[src/rtl/dseq_pkg.sv]
`timescale 1ns/1ps
package dseq_pkg;
   localparam int CYL_W    = 10;
   localparam int HEAD_W   = 4;
   localparam int SEC_W    = 8;
   localparam int CNT_W    = 8;
   localparam int CCB_BYTES = 6;
   localparam int CCB_W    = 8 * CCB_BYTES;

   localparam logic [3:0] OP_READ  = 4'h1;
   localparam logic [3:0] OP_RVER  = 4'h2;
   localparam logic [3:0] OP_REXT  = 4'h3;
   localparam logic [3:0] OP_RID   = 4'h5;
   localparam logic [3:0] OP_RECAL = 4'h8;
   localparam logic [3:0] OP_WRITE = 4'h9;
   localparam logic [3:0] OP_WVER  = 4'hA;
   localparam logic [3:0] OP_SEEK  = 4'hE;

   localparam int F_NRDY = 0;
   localparam int F_CYL  = 1;
   localparam int F_WCYL = 2;
   localparam int F_MARK = 3;
   localparam int F_INV  = 4;
   localparam int FLAG_N = 5;

   localparam logic [7:0] SYND_OK = 8'hD4;

   typedef struct packed {
      logic [3:0]        opcode;
      logic              park;
      logic              auto_seek;
      logic [CYL_W-1:0]  cyl;
      logic [HEAD_W-1:0] head;
      logic [SEC_W-1:0]  sector;
      logic [CNT_W-1:0]  count;
   } cmd_t;

   typedef enum logic [2:0] {
      S_IDLE, S_DECODE, S_CHECK, S_WAIT, S_XFER, S_STEP, S_FINISH
   } seq_state_e;
endpackage

[src/rtl/dseq_ccb_decode.sv]
`timescale 1ns/1ps
module dseq_ccb_decode
   import dseq_pkg::*;
(
   input  logic [CCB_W-1:0] ccb,
   output cmd_t             cmd
);
   logic unused_ccb_bits;
   assign unused_ccb_bits = ^{ccb[1], ccb[3], ccb[11:10], ccb[39:32]};

   always_comb begin
      cmd.opcode    = ccb[7:4];
      cmd.park      = ccb[0];
      cmd.auto_seek = ccb[2];
      cmd.cyl       = {ccb[9:8], ccb[23:16]};
      cmd.head      = ccb[15:12];
      cmd.sector    = ccb[31:24];
      cmd.count     = ccb[47:40];
   end
endmodule

[src/rtl/dseq_delay.sv]
`timescale 1ns/1ps
module dseq_delay #(
   parameter int DELAY = 64
) (
   input  logic clk,
   input  logic rst_n,
   input  logic start,
   output logic expired
);
   localparam int CW = (DELAY > 1) ? $clog2(DELAY) : 1;

   generate
      if (DELAY < 1) begin : g_bad_delay
         $error("dseq_delay: DELAY must be at least 1");
      end
   endgenerate

   logic [CW-1:0] cnt;

   always_ff @(posedge clk or negedge rst_n) begin
      if (!rst_n)          cnt <= '0;
      else if (start)      cnt <= CW'(DELAY - 1);
      else if (cnt != '0)  cnt <= cnt - 1'b1;
   end

   assign expired = (cnt == '0);


   settle_hold_chk: assert property (@(posedge clk) disable iff (!rst_n)
      (start && (DELAY > 1)) |=> !expired);
endmodule

[src/rtl/dseq_chs_step.sv]
`timescale 1ns/1ps
module dseq_chs_step
   import dseq_pkg::*;
(
   input  logic [CYL_W-1:0]  cyl,
   input  logic [HEAD_W-1:0] head,
   input  logic [SEC_W-1:0]  sec,
   input  logic [CYL_W-1:0]  cyls,
   input  logic [HEAD_W:0]   heads,
   input  logic [SEC_W-1:0]  spt,
   output logic [CYL_W-1:0]  nxt_cyl,
   output logic [HEAD_W-1:0] nxt_head,
   output logic [SEC_W-1:0]  nxt_sec,
   output logic              past_end
);
   logic [HEAD_W:0] head_inc;
   logic [CYL_W:0]  cyl_inc;

   assign head_inc = {1'b0, head} + (HEAD_W+1)'(1);
   assign cyl_inc  = {1'b0, cyl} + (CYL_W+1)'(1);

   always_comb begin
      nxt_cyl  = cyl;
      nxt_head = head;
      nxt_sec  = sec + 1'b1;
      past_end = 1'b0;
      if (sec >= spt) begin
         nxt_sec = SEC_W'(1);
         if (head_inc >= heads) begin
            nxt_head = '0;
            nxt_cyl  = cyl_inc[CYL_W-1:0];
            past_end = (cyl_inc >= {1'b0, cyls});
         end else begin
            nxt_head = head_inc[HEAD_W-1:0];
         end
      end
   end
endmodule

[src/rtl/disk_cmd_seq.sv]
`timescale 1ns/1ps
module disk_cmd_seq
   import dseq_pkg::*;
#(
   parameter int SECTOR_DELAY = 64
) (
   input  logic              clk,
   input  logic              rst_n,
   input  logic              cmd_valid,
   input  logic [CCB_W-1:0]  cmd_ccb,
   output logic              cmd_ready,
   input  logic              drive_present,
   input  logic [CYL_W-1:0]  drive_cyls,
   input  logic [HEAD_W:0]   drive_heads,
   input  logic [SEC_W-1:0]  drive_spt,
   output logic              xfer_req,
   output logic              xfer_write,
   output logic [CYL_W-1:0]  xfer_cyl,
   output logic [HEAD_W-1:0] xfer_head,
   output logic [SEC_W-1:0]  xfer_sector,
   input  logic              xfer_done,
   input  logic              xfer_err,
   output logic              busy,
   output logic              done,
   output logic [FLAG_N-1:0] err_flags,
   output logic              equip_check,
   output logic              term_err,
   output logic              need_reset,
   output logic              seek_end,
   output logic [7:0]        syndrome,
   output logic [CYL_W-1:0]  cur_cyl
);
   generate
      if (SECTOR_DELAY < 1) begin : g_bad_param
         $error("disk_cmd_seq: SECTOR_DELAY must be at least 1");
      end
   endgenerate

   seq_state_e state;
   cmd_t       dec, cmd_q;

   logic [CYL_W-1:0]  a_cyl, cur_cyl_q, n_cyl, seek_tgt;
   logic [HEAD_W-1:0] a_head, n_head;
   logic [SEC_W-1:0]  a_sec, n_sec;
   logic [CNT_W-1:0]  cnt_q;
   logic              n_past;
   logic [FLAG_N-1:0] flags_q;
   logic              equip_q, term_q, nrst_q, seek_end_q;
   logic [7:0]        synd_q;
   logic              is_data, is_verify, is_write, addr_ok, t_start, t_exp;

   dseq_ccb_decode u_dec (.ccb(cmd_ccb), .cmd(dec));

   dseq_delay #(.DELAY(SECTOR_DELAY)) u_dly (
      .clk(clk), .rst_n(rst_n), .start(t_start), .expired(t_exp));

   dseq_chs_step u_step (
      .cyl(a_cyl), .head(a_head), .sec(a_sec),
      .cyls(drive_cyls), .heads(drive_heads), .spt(drive_spt),
      .nxt_cyl(n_cyl), .nxt_head(n_head), .nxt_sec(n_sec), .past_end(n_past));

   always_comb begin
      is_verify = (cmd_q.opcode == OP_RVER) || (cmd_q.opcode == OP_WVER);
      is_write  = (cmd_q.opcode == OP_WRITE) || (cmd_q.opcode == OP_WVER);
      is_data   = is_verify || (cmd_q.opcode == OP_READ) || (cmd_q.opcode == OP_WRITE);
      addr_ok   = ({1'b0, a_head} < drive_heads) && (a_sec <= drive_spt);
      t_start   = (state == S_CHECK) && addr_ok;
      seek_tgt  = cmd_q.park ? (drive_cyls - 1'b1) : cmd_q.cyl;
   end

   always_ff @(posedge clk or negedge rst_n) begin
      if (!rst_n) begin
         state      <= S_IDLE;
         cmd_q      <= '0;
         a_cyl      <= '0;
         a_head     <= '0;
         a_sec      <= '0;
         cnt_q      <= '0;
         cur_cyl_q  <= '0;
         flags_q    <= '0;
         equip_q    <= 1'b0;
         term_q     <= 1'b0;
         nrst_q     <= 1'b0;
         seek_end_q <= 1'b0;
         synd_q     <= '0;
      end else begin
         unique case (state)
            S_IDLE: if (cmd_valid) begin
               cmd_q      <= dec;
               flags_q    <= '0;
               equip_q    <= 1'b0;
               term_q     <= 1'b0;
               nrst_q     <= 1'b0;
               seek_end_q <= 1'b0;
               synd_q     <= '0;
               state      <= S_DECODE;
            end
            S_DECODE: begin
               state <= S_FINISH;
               a_head <= cmd_q.head;
               a_sec  <= cmd_q.sector;
               cnt_q  <= cmd_q.count;
               if (is_data) begin
                  if (!drive_present)
                     flags_q[F_NRDY] <= 1'b1;
                  else if (cmd_q.auto_seek) begin
                     if (cmd_q.cyl >= drive_cyls)
                        flags_q[F_CYL] <= 1'b1;
                     else begin
                        cur_cyl_q <= cmd_q.cyl;
                        a_cyl     <= cmd_q.cyl;
                        state     <= S_CHECK;
                     end
                  end else if (cmd_q.cyl != cur_cyl_q)
                     flags_q[F_WCYL] <= 1'b1;
                  else begin
                     a_cyl <= cur_cyl_q;
                     state <= S_CHECK;
                  end
               end else begin
                  case (cmd_q.opcode)
                     OP_REXT, OP_RID: begin
                        if (!drive_present) flags_q[F_NRDY] <= 1'b1;
                        else                flags_q[F_INV]  <= 1'b1;
                     end
                     OP_RECAL: begin
                        if (drive_present) cur_cyl_q <= '0;
                        else begin
                           flags_q[F_NRDY] <= 1'b1;
                           term_q          <= 1'b1;
                        end
                     end
                     OP_SEEK: begin
                        if (!drive_present)
                           flags_q[F_NRDY] <= 1'b1;
                        else if (seek_tgt >= drive_cyls)
                           flags_q[F_CYL] <= 1'b1;
                        else begin
                           cur_cyl_q  <= seek_tgt;
                           seek_end_q <= 1'b1;
                        end
                     end
                     default: flags_q[F_INV] <= 1'b1;
                  endcase
               end
            end
            S_CHECK: begin
               if ({1'b0, a_head} >= drive_heads) begin
                  flags_q[F_CYL] <= 1'b1;
                  state          <= S_FINISH;
               end else if (a_sec > drive_spt) begin
                  flags_q[F_MARK] <= 1'b1;
                  state           <= S_FINISH;
               end else
                  state <= S_WAIT;
            end
            S_WAIT: if (t_exp) state <= is_verify ? S_STEP : S_XFER;
            S_XFER: begin
               if (xfer_err) begin
                  equip_q <= 1'b1;
                  nrst_q  <= 1'b1;
                  state   <= S_FINISH;
               end else if (xfer_done)
                  state <= S_STEP;
            end
            S_STEP: begin
               cnt_q <= cnt_q - 1'b1;
               if (cnt_q == CNT_W'(1)) begin
                  synd_q <= SYND_OK;
                  state  <= S_FINISH;
               end else if (n_past) begin
                  flags_q[F_CYL] <= 1'b1;
                  state          <= S_FINISH;
               end else begin
                  a_cyl     <= n_cyl;
                  a_head    <= n_head;
                  a_sec     <= n_sec;
                  cur_cyl_q <= n_cyl;
                  state     <= S_CHECK;
               end
            end
            S_FINISH: state <= S_IDLE;
            default:  state <= S_IDLE;
         endcase
      end
   end

   assign cmd_ready   = (state == S_IDLE);
   assign busy        = (state != S_IDLE);
   assign done        = (state == S_FINISH);
   assign xfer_req    = (state == S_XFER);
   assign xfer_write  = is_write;
   assign xfer_cyl    = a_cyl;
   assign xfer_head   = a_head;
   assign xfer_sector = a_sec;
   assign err_flags   = flags_q;
   assign equip_check = equip_q;
   assign term_err    = term_q;
   assign need_reset  = nrst_q;
   assign seek_end    = seek_end_q;
   assign syndrome    = synd_q;
   assign cur_cyl     = cur_cyl_q;


   done_pulse_chk: assert property (@(posedge clk) disable iff (!rst_n)
      done |=> !done);

   accept_busy_chk: assert property (@(posedge clk) disable iff (!rst_n)
      (cmd_valid && cmd_ready) |=> busy);

   addr_hold_chk: assert property (@(posedge clk) disable iff (!rst_n)
      (xfer_req && !xfer_done && !xfer_err) |=>
         (xfer_req && $stable(xfer_sector) && $stable(xfer_head) && $stable(xfer_cyl)));

   verify_quiet_chk: assert property (@(posedge clk) disable iff (!rst_n)
      xfer_req |-> !is_verify);

   synd_clean_chk: assert property (@(posedge clk) disable iff (!rst_n)
      (done && syndrome == SYND_OK) |-> (err_flags == '0 && !equip_check));

   abort_chk: assert property (@(posedge clk) disable iff (!rst_n)
      (xfer_req && xfer_err) |=> (done && need_reset));

   seek_range_chk: assert property (@(posedge clk) disable iff (!rst_n)
      $rose(seek_end) |-> (cur_cyl < drive_cyls));
endmodule

[config.mk]
export PLATFORM = sky130hd
export DESIGN_NAME = disk_cmd_seq
export DESIGN_NICKNAME = d
export VERILOG_FILES = /design/src/rtl/dseq_pkg.sv /design/src/rtl/dseq_ccb_decode.sv /design/src/rtl/dseq_delay.sv /design/src/rtl/dseq_chs_step.sv /design/src/rtl/disk_cmd_seq.sv
export SDC_FILE = /design/constraint.sdc
export NUM_CORES = 1
export LEC_CHECK = 0
export CAP_MARGIN = 20
export CORE_AREA = 2 2 124 126
export CTS_BUF_LIST = sky130_fd_sc_hd__clkbuf_8
export CTS_CLUSTER_DIAMETER = 40
export DETAILED_ROUTE_END_ITERATION = 6
export DIE_AREA = 0 0 126 128
export DONT_BUFFER_PORTS = 1
export HOLD_SLACK_MARGIN = 0.02
export PLACE_DENSITY_LB_ADDON = 0.25
export SKIP_LAST_GASP = 1
export SYNTH_ARGS = -nofsm -noshare
export SYNTH_HDL_FRONTEND = slang
export SYNTH_SLANG_ARGS = --single-unit
export TNS_END_PERCENT = 20
[constraint.sdc]
create_clock -name clk -period 9.9 [get_ports clk]
set_clock_uncertainty 0.15 [all_clocks]
set_input_delay 0 -clock clk [delete_from_list [all_inputs] [get_ports clk]]
set_output_delay 0 -clock clk [all_outputs]
set_load 0.02 [all_outputs]
==> results of run 1 <==
[registers in the layout, summed over array words and instances, names as in the netlist]
register     flops
cmd_q           36
cur_cyl         10
xfer_cyl        10
cnt_q            8
xfer_sector      8
u_dly.cnt        6
err_flags        5
xfer_head        4
state            3
need_reset       1
seek_end         1
syndrome         1
term_err         1
[cells in the final DEF, fill, tap and decap left out, drive strengths merged, types with 16 or more instances in the layout]
master / netlist / routed
o22ai: 16 / 16
inv: 43 / 45
a21oi: 45 / 45
nand3: 19 / 19
dfrtp: 94 / 94
ha: 55 / 55
nand2: 168 / 168
nor3: 18 / 18
xnor2: 19 / 19
o21ai: 28 / 28
nor2: 46 / 46
xor2: 19 / 19
dlygate4sd3: 0 / 81
[per-layer routing]
metal / track usage / share of wire / vias to the layer above
li1: - / - / 2961
met1: 0.306 / 0.44 / 2970
met2: 0.392 / 0.48 / 193
met3: 0.0597 / 0.065 / 26
met4: 0.0860 / 0.020 / 0
met5: 0 / 0 / -
[cells by family (layout without fill, tap and decap cells)]
family / Yosys count / count (layout)
AND/OR/NAND/NOR: 299 / 299
other: 1 / 4
flip-flops: 94 / 94
XOR/XNOR: 38 / 38
buffers and inverters: 92 / 146
AO/OA/AOI/OAI: 198 / 198
multiplexers: 25 / 25
adder cells (fa/ha/maj): 55 / 55
[power by group through the flow]
stage	Sequential [uW]	Clock [uW]	Combinational (uW)
floorplan	785	0	866
global placement	924	0	932
detailed placement	931	0	963
CTS	924	292	1100
global route	961	308	1260
finish	927	284	1110
[Yosys cell counts (5+ instances only)]
library cell | n | share of area
a22o_1 | 5 | 0.0064
nand4_1 | 5 | 0.0046
o21ai_1 | 5 | 0.0037
buf_4 | 8 | 0.0088
o21ai_0 | 23 | 0.017
o211ai_1 | 9 | 0.0099
dfrtp_1 | 94 | 0.35
nor2_1 | 44 | 0.024
nand3_1 | 19 | 0.014
a221oi_1 | 6 | 0.0077
nor4_1 | 5 | 0.0046
nor3_1 | 17 | 0.013
o31ai_1 | 7 | 0.0077
a22oi_1 | 5 | 0.0055
xnor2_1 | 19 | 0.024
nand2_1 | 168 | 0.093
o22ai_1 | 16 | 0.015
buf_2 | 8 | 0.0059
inv_1 | 43 | 0.024
mux2_2 | 13 | 0.022
a2bb2oi_1 | 6 | 0.0077
ha_1 | 55 | 0.10
xor2_1 | 19 | 0.024
a21o_1 | 7 | 0.0077
and3_1 | 9 | 0.0083
a31oi_1 | 10 | 0.0092
clkbuf_1 | 29 | 0.016
o2bb2ai_1 | 6 | 0.0077
mux2i_1 | 11 | 0.016
nand2b_1 | 5 | 0.0046
a211oi_1 | 11 | 0.012
a21oi_1 | 42 | 0.031
[what timing repair did]
action | CTS | global route
hold endpoints to repair | 151 | 0
buffers inserted | 0 | 0
hold buffers | 82 | 0
[final cells by class]
| cell class | count | area [um2] | area share |
|---|---|---|---|
| multi-input combinational | 619 | 4070 | 0.515 |
| tap | 188 | 235 | 0.0297 |
| sequential | 94 | 2350 | 0.297 |
| inverter | 44 | 165 | 0.0209 |
| clock inverter | 5 | 76.3 | 0.00964 |
| clock buffer | 10 | 138 | 0.0174 |
| timing repair buffer | 87 | 876 | 0.111 |
[final timing paths]
path	from	to	slack [ps]	cells past startpoint
max	xfer_cyl[0]$_DFFE_PN0P_	state[2]$_DFFE_PN0P_	5740	13
min	rst_n	u_dly.cnt[3]$_DFFE_PN0P_	40	2
min reg2reg	u_dly.cnt[1]$_DFFE_PN0P_	u_dly.cnt[1]$_DFFE_PN0P_	390	2
max in group asynchronous	rst_n	cmd_q[4]$_DFFE_PN0P_	9190	2
min in group clk	drive_cyls[0]	cur_cyl[3]$_DFFE_PN0P_	70	5
max reg2reg	xfer_cyl[0]$_DFFE_PN0P_	state[2]$_DFFE_PN0P_	5740	13
[stage by stage]
step	utilization	hold WS, ps	power [uW]
CTS	0.532	53.8	2320
detailed placement	0.462	-440	1890
floorplan	-	-446	1650
global placement	0.462	-440	1860
global route	0.532	71.2	2530
finish	0.532	40.5	2320
==> flow_metrics.py, run 1 <==
metrics = {
    "cells_and_area": {
        "final_area_um2": 7920,
        "stdcell_count": 1047,
        "fillers": 1389,
        "final_layout_size_suffix_gt1_frac": 0.0629,
        "area.growth.synth_to_final_pct": 16.4,
        "finalNetCount": 987,
        "num_antenna_cells": 0,
    },
    "synthesis": {
        "seq_area_frac_synth": 0.346,
        "postSynthAreaPerCell_um2": 8.48,
        "synth_xor_xnor_area_share": 0.0489,
        "synth_compound_area_frac": 0.207,
        "synth-seq-cells": 94,
        "syn-cell-area_um2": 6800,
        "yosysWarnings": 0,
        "ys.flop_type": "dfrtp_1",
        "synth_edf_count": 0,
        "synth_top_family_by_area": "compound AO/OA/AOI/OAI gates",
        "synthArstFlopShare": 1.00,
        "synthMuxAreaShare": 0.0399,
        "synth-simple-area-share": 0.199,
        "synth_fa_ha_area_frac": 0.101,
        "synth_cell_types": 79,
        "synthCells": 802,
    },
    "power_and_ir_drop": {
        "intPower_uw": 1230,
        "seqPwrFrac": 0.400,
        "clock_power_share": 0.122,
        "power.density_nw_per_um2": 293,
        "net-switching-power_uw": 1080,
        "swShare": 0.468,
        "p_leak_uw": 0.00366,
        "p_comb_frac": 0.478,
        "ir_drop_v": 0.000155,
    },
    "clock_network": {
        "clk_pin_slew_ps": 90,
        "cts_buffer_depth": 2,
        "cts_buffers": 9,
        "cts_num_sinks": 94,
        "clk_latency_ps": 380,
        "htreeDepth": 3,
        "cts_tree": "built",
        "cts_resized": 0,
        "cts_root_buffer": "clkbuf_8",
    },
    "routing": {
        "drtPass1Iterations": 5,
        "ant_nets": 0,
        "vias_per_cell": 5.87,
        "wl_mm": 18.5,
        "drt_iter0_drc": 433,
        "vias": 6150,
        "drc_errors": 0,
        "wl_per_cell_um": 17.7,
    },
    "critical_path": {
        "worst_path_most_repeated_cell": "and3_1",
        "cp.required_ps": 10030,
        "path_buf_inv": 1,
        "cp-start-kind": "register",
        "worstSetupEndpointType": "register",
        "worst_path_largest_cell_delay_ps": 600,
        "slowest_stage": "dfrtp_1",
        "crit_family": "compound AO/OA/AOI/OAI gates",
        "critPathKind": "register to register",
        "cp.arrival_ps": 4280,
        "path_max_fanout": 10,
        "crit_path_cell_trace": "ha_1 > and3_1 > and3_1 > xor2_1 > ha_1 > and3_1 > a221oi_2 > o221a_2 > o31ai_2 > a21bo_1 > a31oi_1 > a21oi_1 > dlygate4sd3_1",
    },
    "global_routing": {
        "grt_pass1_wl_mm": 30.9,
        "gr-usage-all-layers": 0.238,
        "grt_pass1_vias": 6094,
        "gr-total-overflow": 0,
        "antenna_found_initial": 0,
        "grt_max_degree": 95,
    },
    "place": {
        "dp_slack_ps": 5900,
        "dp_hpwl_mm": 13.3,
        "dp_cells": 950,
        "placed_area_um2": 6860,
        "gp_congestion": 0.920,
        "port_buffers": 0,
    },
    "sta": {
        "min_period_ps": 4160,
        "relSlewSlack": 0.338,
        "tightestPinTransition_ps": 986,
        "setup_total_negative_slack_ps": 0,
        "hold_viol": 0,
        "rsz0062_at_grt": "false",
        "finalMaxSlewViolations": 0,
        "fmax_ghz": 0.241,
        "min_period_over_period": 0.420,
        "setup-violations-final": 0,
        "layout_setup_ws_ps": 5740,
    },
    "floorplan": {
        "die_area_um2": 16100,
        "io_pins": 131,
        "die_h_um": 128,
        "die_w_um": 126,
        "start_util": 0.458,
        "row_count": 45,
        "core_um2": 14900,
    },
    "min_path": {
        "holdCritPathClass": "primary input to async pin",
    },
    "status": {
        "status": "completed",
    },
    "run": {
        "drv_cap": 0,
    },
}
No activity file was read; power rests on OpenSTA's default activity.
==> run 2, diff against run 1 <==
- ABC_AREA: default -> 1
- CORE_AREA: 2 2 124 126 -> 2 2 125 127
- DIE_AREA: 0 0 126 128 -> 0 0 127 129
- clock period: 9.9 -> 4.21 ns (I/O delays scaled with it)
==> run 2 against run 1 <==
Combinational power grew to 2.6 times the previous value; sequential share of layout area shrank 0.37 points; setup slack lost 5400 ps; cell area grew 1.4%; register-to-register slack lost 5400 ps; non-clock buffer count shrank 4; first-iteration DRC count shrank 9.9%; critical path type unchanged; largest cell class unchanged.
==> flow_metrics.py, run 2 <==
metrics = {
    "critical_path": {
        "cp.arrival_ps": 3950,
        "worst_path_most_repeated_cell": "nand2_1",
        "slowest_stage": "dfrtp_1",
        "worstSetupEndpointType": "register",
        "cp-start-kind": "register",
        "crit_path_cell_trace": "ha_1 > nand3_1 > xor2_1 > inv_1 > ha_1 > a21oi_1 > nor2_1 > nor2_1 > nand2_1 > nand2_1 > nand3_1 > nand2_1 > nand2_1 > nand2_1 > nand3_1 > nand2_1 > nand2_1 > dlygate4sd3_1",
        "worst_path_largest_cell_delay_ps": 580,
        "path_max_fanout": 12,
        "cp.required_ps": 4310,
        "path_buf_inv": 2,
        "crit_family": "simple AND/OR/NAND/NOR gates",
        "critPathKind": "register to register",
    },
    "sta": {
        "tightestPinTransition_ps": 874,
        "hold_viol": 0,
        "finalMaxSlewViolations": 0,
        "min_period_ps": 3850,
        "fmax_ghz": 0.260,
        "rsz0062_at_grt": "false",
        "relSlewSlack": 0.414,
        "min_period_over_period": 0.914,
        "setup-violations-final": 0,
        "hold_slack_ps": 50.7,
        "setup_total_negative_slack_ps": 0,
    },
    "clock_network": {
        "cts_num_sinks": 94,
        "cts_buffers": 9,
        "htreeDepth": 3,
        "cts_buffer_depth": 2,
        "cts_tree": "built",
        "clk_pin_slew_ps": 90,
        "cts_root_buffer": "clkbuf_8",
        "clk_latency_ps": 370,
        "postCtsSetupRepairBufs": 0,
    },
    "floorplan": {
        "io_pins": 131,
        "core_um2": 15000,
        "start_util": 0.466,
        "die_area_um2": 16400,
        "die_h_um": 129,
        "row_count": 45,
        "die_w_um": 127,
    },
    "cells_and_area": {
        "finalNetCount": 1202,
        "area.growth.synth_to_final_pct": 15.0,
        "largest_register_ffs": 36,
        "num_antenna_cells": 0,
        "regMostFlops": "cmd_q",
        "final_cell_mix": "302 x nand2_1, 137 x inv_1, 92 x dfrtp_1, 84 x nand3_1, 80 x o21ai_0",
        "mostFrequentLayoutCell": "nand2_1",
        "final_layout_size_suffix_gt1_frac": 0.0419,
    },
    "routing": {
        "vias_per_cell": 5.30,
        "drc_errors": 0,
        "wl_per_cell_um": 15.4,
        "vias": 6700,
        "wl_mm": 19.5,
        "ant_nets": 0,
        "drtPass1Iterations": 5,
        "drt_iter0_drc": 390,
    },
    "global_routing": {
        "antenna_found_initial": 0,
        "grt_max_degree": 95,
        "gr-usage-all-layers": 0.244,
        "grt_pass1_vias": 6409,
        "grt_pass1_wl_mm": 32.1,
        "gr-total-overflow": 0,
    },
    "power_and_ir_drop": {
        "p_comb_frac": 0.538,
        "intPower_uw": 2620,
        "seqPwrFrac": 0.362,
        "power.density_nw_per_um2": 677,
        "net-switching-power_uw": 2810,
        "ir_drop_v": 0.000283,
        "swShare": 0.518,
        "clock_power_share": 0.100,
        "p_leak_uw": 0.00409,
    },
    "synthesis": {
        "synth_edf_count": 0,
        "yosys-top-cells-count": "302 x nand2_1, 135 x inv_1, 94 x dfrtp_1",
        "seq_area_frac_synth": 0.337,
        "synth_cell_types": 40,
        "synthCells": 1012,
        "yosys-top-cells-area": "dfrtp_1 34%, nand2_1 16%, ha_1 9.9%",
        "yosysTopAreaCell": "dfrtp_1",
        "yosys.area.top_type_share": 0.337,
        "syn-cell-area_um2": 6980,
        "ys.flop_type": "dfrtp_1",
        "yosysMostFrequentCell": "nand2_1",
        "yosysWarnings": 0,
        "synthArstFlopShare": 1.00,
        "synth-seq-cells": 94,
        "postSynthAreaPerCell_um2": 6.90,
    },
    "place": {
        "port_buffers": 0,
        "gp_congestion": 0.920,
        "dp_hpwl_mm": 14.4,
    },
    "run": {
        "drv_cap": 0,
    },
    "min_path": {
        "holdCritPathClass": "primary input to async pin",
    },
    "status": {
        "status": "completed",
    },
}
run 2: logic make-up (layout without fill, tap and decap cells):
| family | count (synthesis) | after routing | synth area share |
|---|---|---|---|
| simple gates | 500 | 500 | 0.303 |
| buf+inv | 181 | 241 | 0.106 |
| compound gates | 159 | 159 | 0.127 |
| flops | 94 | 94 | 0.337 |
| fa+ha+maj | 55 | 55 | 0.0986 |
| xor+xnor | 22 | 22 | 0.0276 |
| other cells | 1 | 4 | 0.000537 |
run 2: power groups by stage:
stage	registers, uW	clock network, uW	logic (uW)
after floorplan	1760	0	2190
final	1970	542	2920
after global routing	2030	589	3370
after global placement	1980	0	2620
after CTS	1960	555	2900
after detailed placement	1980	0	2670
run 2: cell type report:
cell class / count / area [um2]
clock inverters: 7 / 42.5
repair buffers: 83 / 831
fillers: 1476 / 6950
inverters: 142 / 533
flip-flops and latches: 94 / 2350
clock buffers: 9 / 124
well taps: 188 / 235
multi-input cells: 740 / 3900
run 2: what timing repair did:
item,4_1_cts,5_1_grt
setup endpoints to repair,0,1
endpoints found under the hold margin,145,0
hold buffers,76,0
gates resized for setup,0,2
run 2: worst reg2reg max path, stage by stage (launching register included):
cell and delay [ps]:
dfrtp_1 580, ha_1 320, nand3_1 110, xor2_1 230
inv_1 70, ha_1 290, a21oi_1 140, nor2_1 50
nor2_1 90, nand2_1 60, nand2_1 60, nand3_1 110
nand2_1 190, nand2_1 70, nand2_1 360, nand3_1 150
nand2_1 100, nand2_1 50, dlygate4sd3_1 550
run 2: layer usage:
layer | global-route usage | routed length (um)
met2 | 0.422 | 9650
met1 | 0.315 | 8380
met5 | 0 | 0
met3 | 0.0499 | 1180
met4 | 0.0640 | 292
run 2: stage by stage:
stage / setup WS [ps] / power [uW] / cells / utilization / instance area (um2)
floorplan: 1630 / 3950 / 1015 / - / 6990
global placement: 676 / 4600 / 1171 / 0.473 / 7080
detailed placement: 651 / 4650 / 1171 / 0.473 / 7080
CTS: 252 / 5420 / 1263 / 0.536 / 8020
global route: 46.6 / 5990 / 1263 / 0.536 / 8020
finish: 360 / 5430 / 1263 / 0.536 / 8020
run 2: worst paths after layout:
kind | from | end | slack, ps | cells past startpoint
hold reg to reg | cmd_q[1]$_DFFE_PN0P_ | cmd_q[1]$_DFFE_PN0P_ | 330 | 2
hold / removal | rst_n | cmd_q[0]$_DFFE_PN0P_ | 50 | 2
min in group clk | drive_cyls[7] | cur_cyl[7]$_DFFE_PN0P_ | 50 | 8
max in group asynchronous | rst_n | xfer_cyl[0]$_DFFE_PN0P_ | 3460 | 2
setup / recovery | xfer_cyl[1]$_DFFE_PN0P_ | state[2]$_DFFE_PN0P_ | 360 | 18
setup reg to reg | xfer_cyl[1]$_DFFE_PN0P_ | state[2]$_DFFE_PN0P_ | 360 | 18
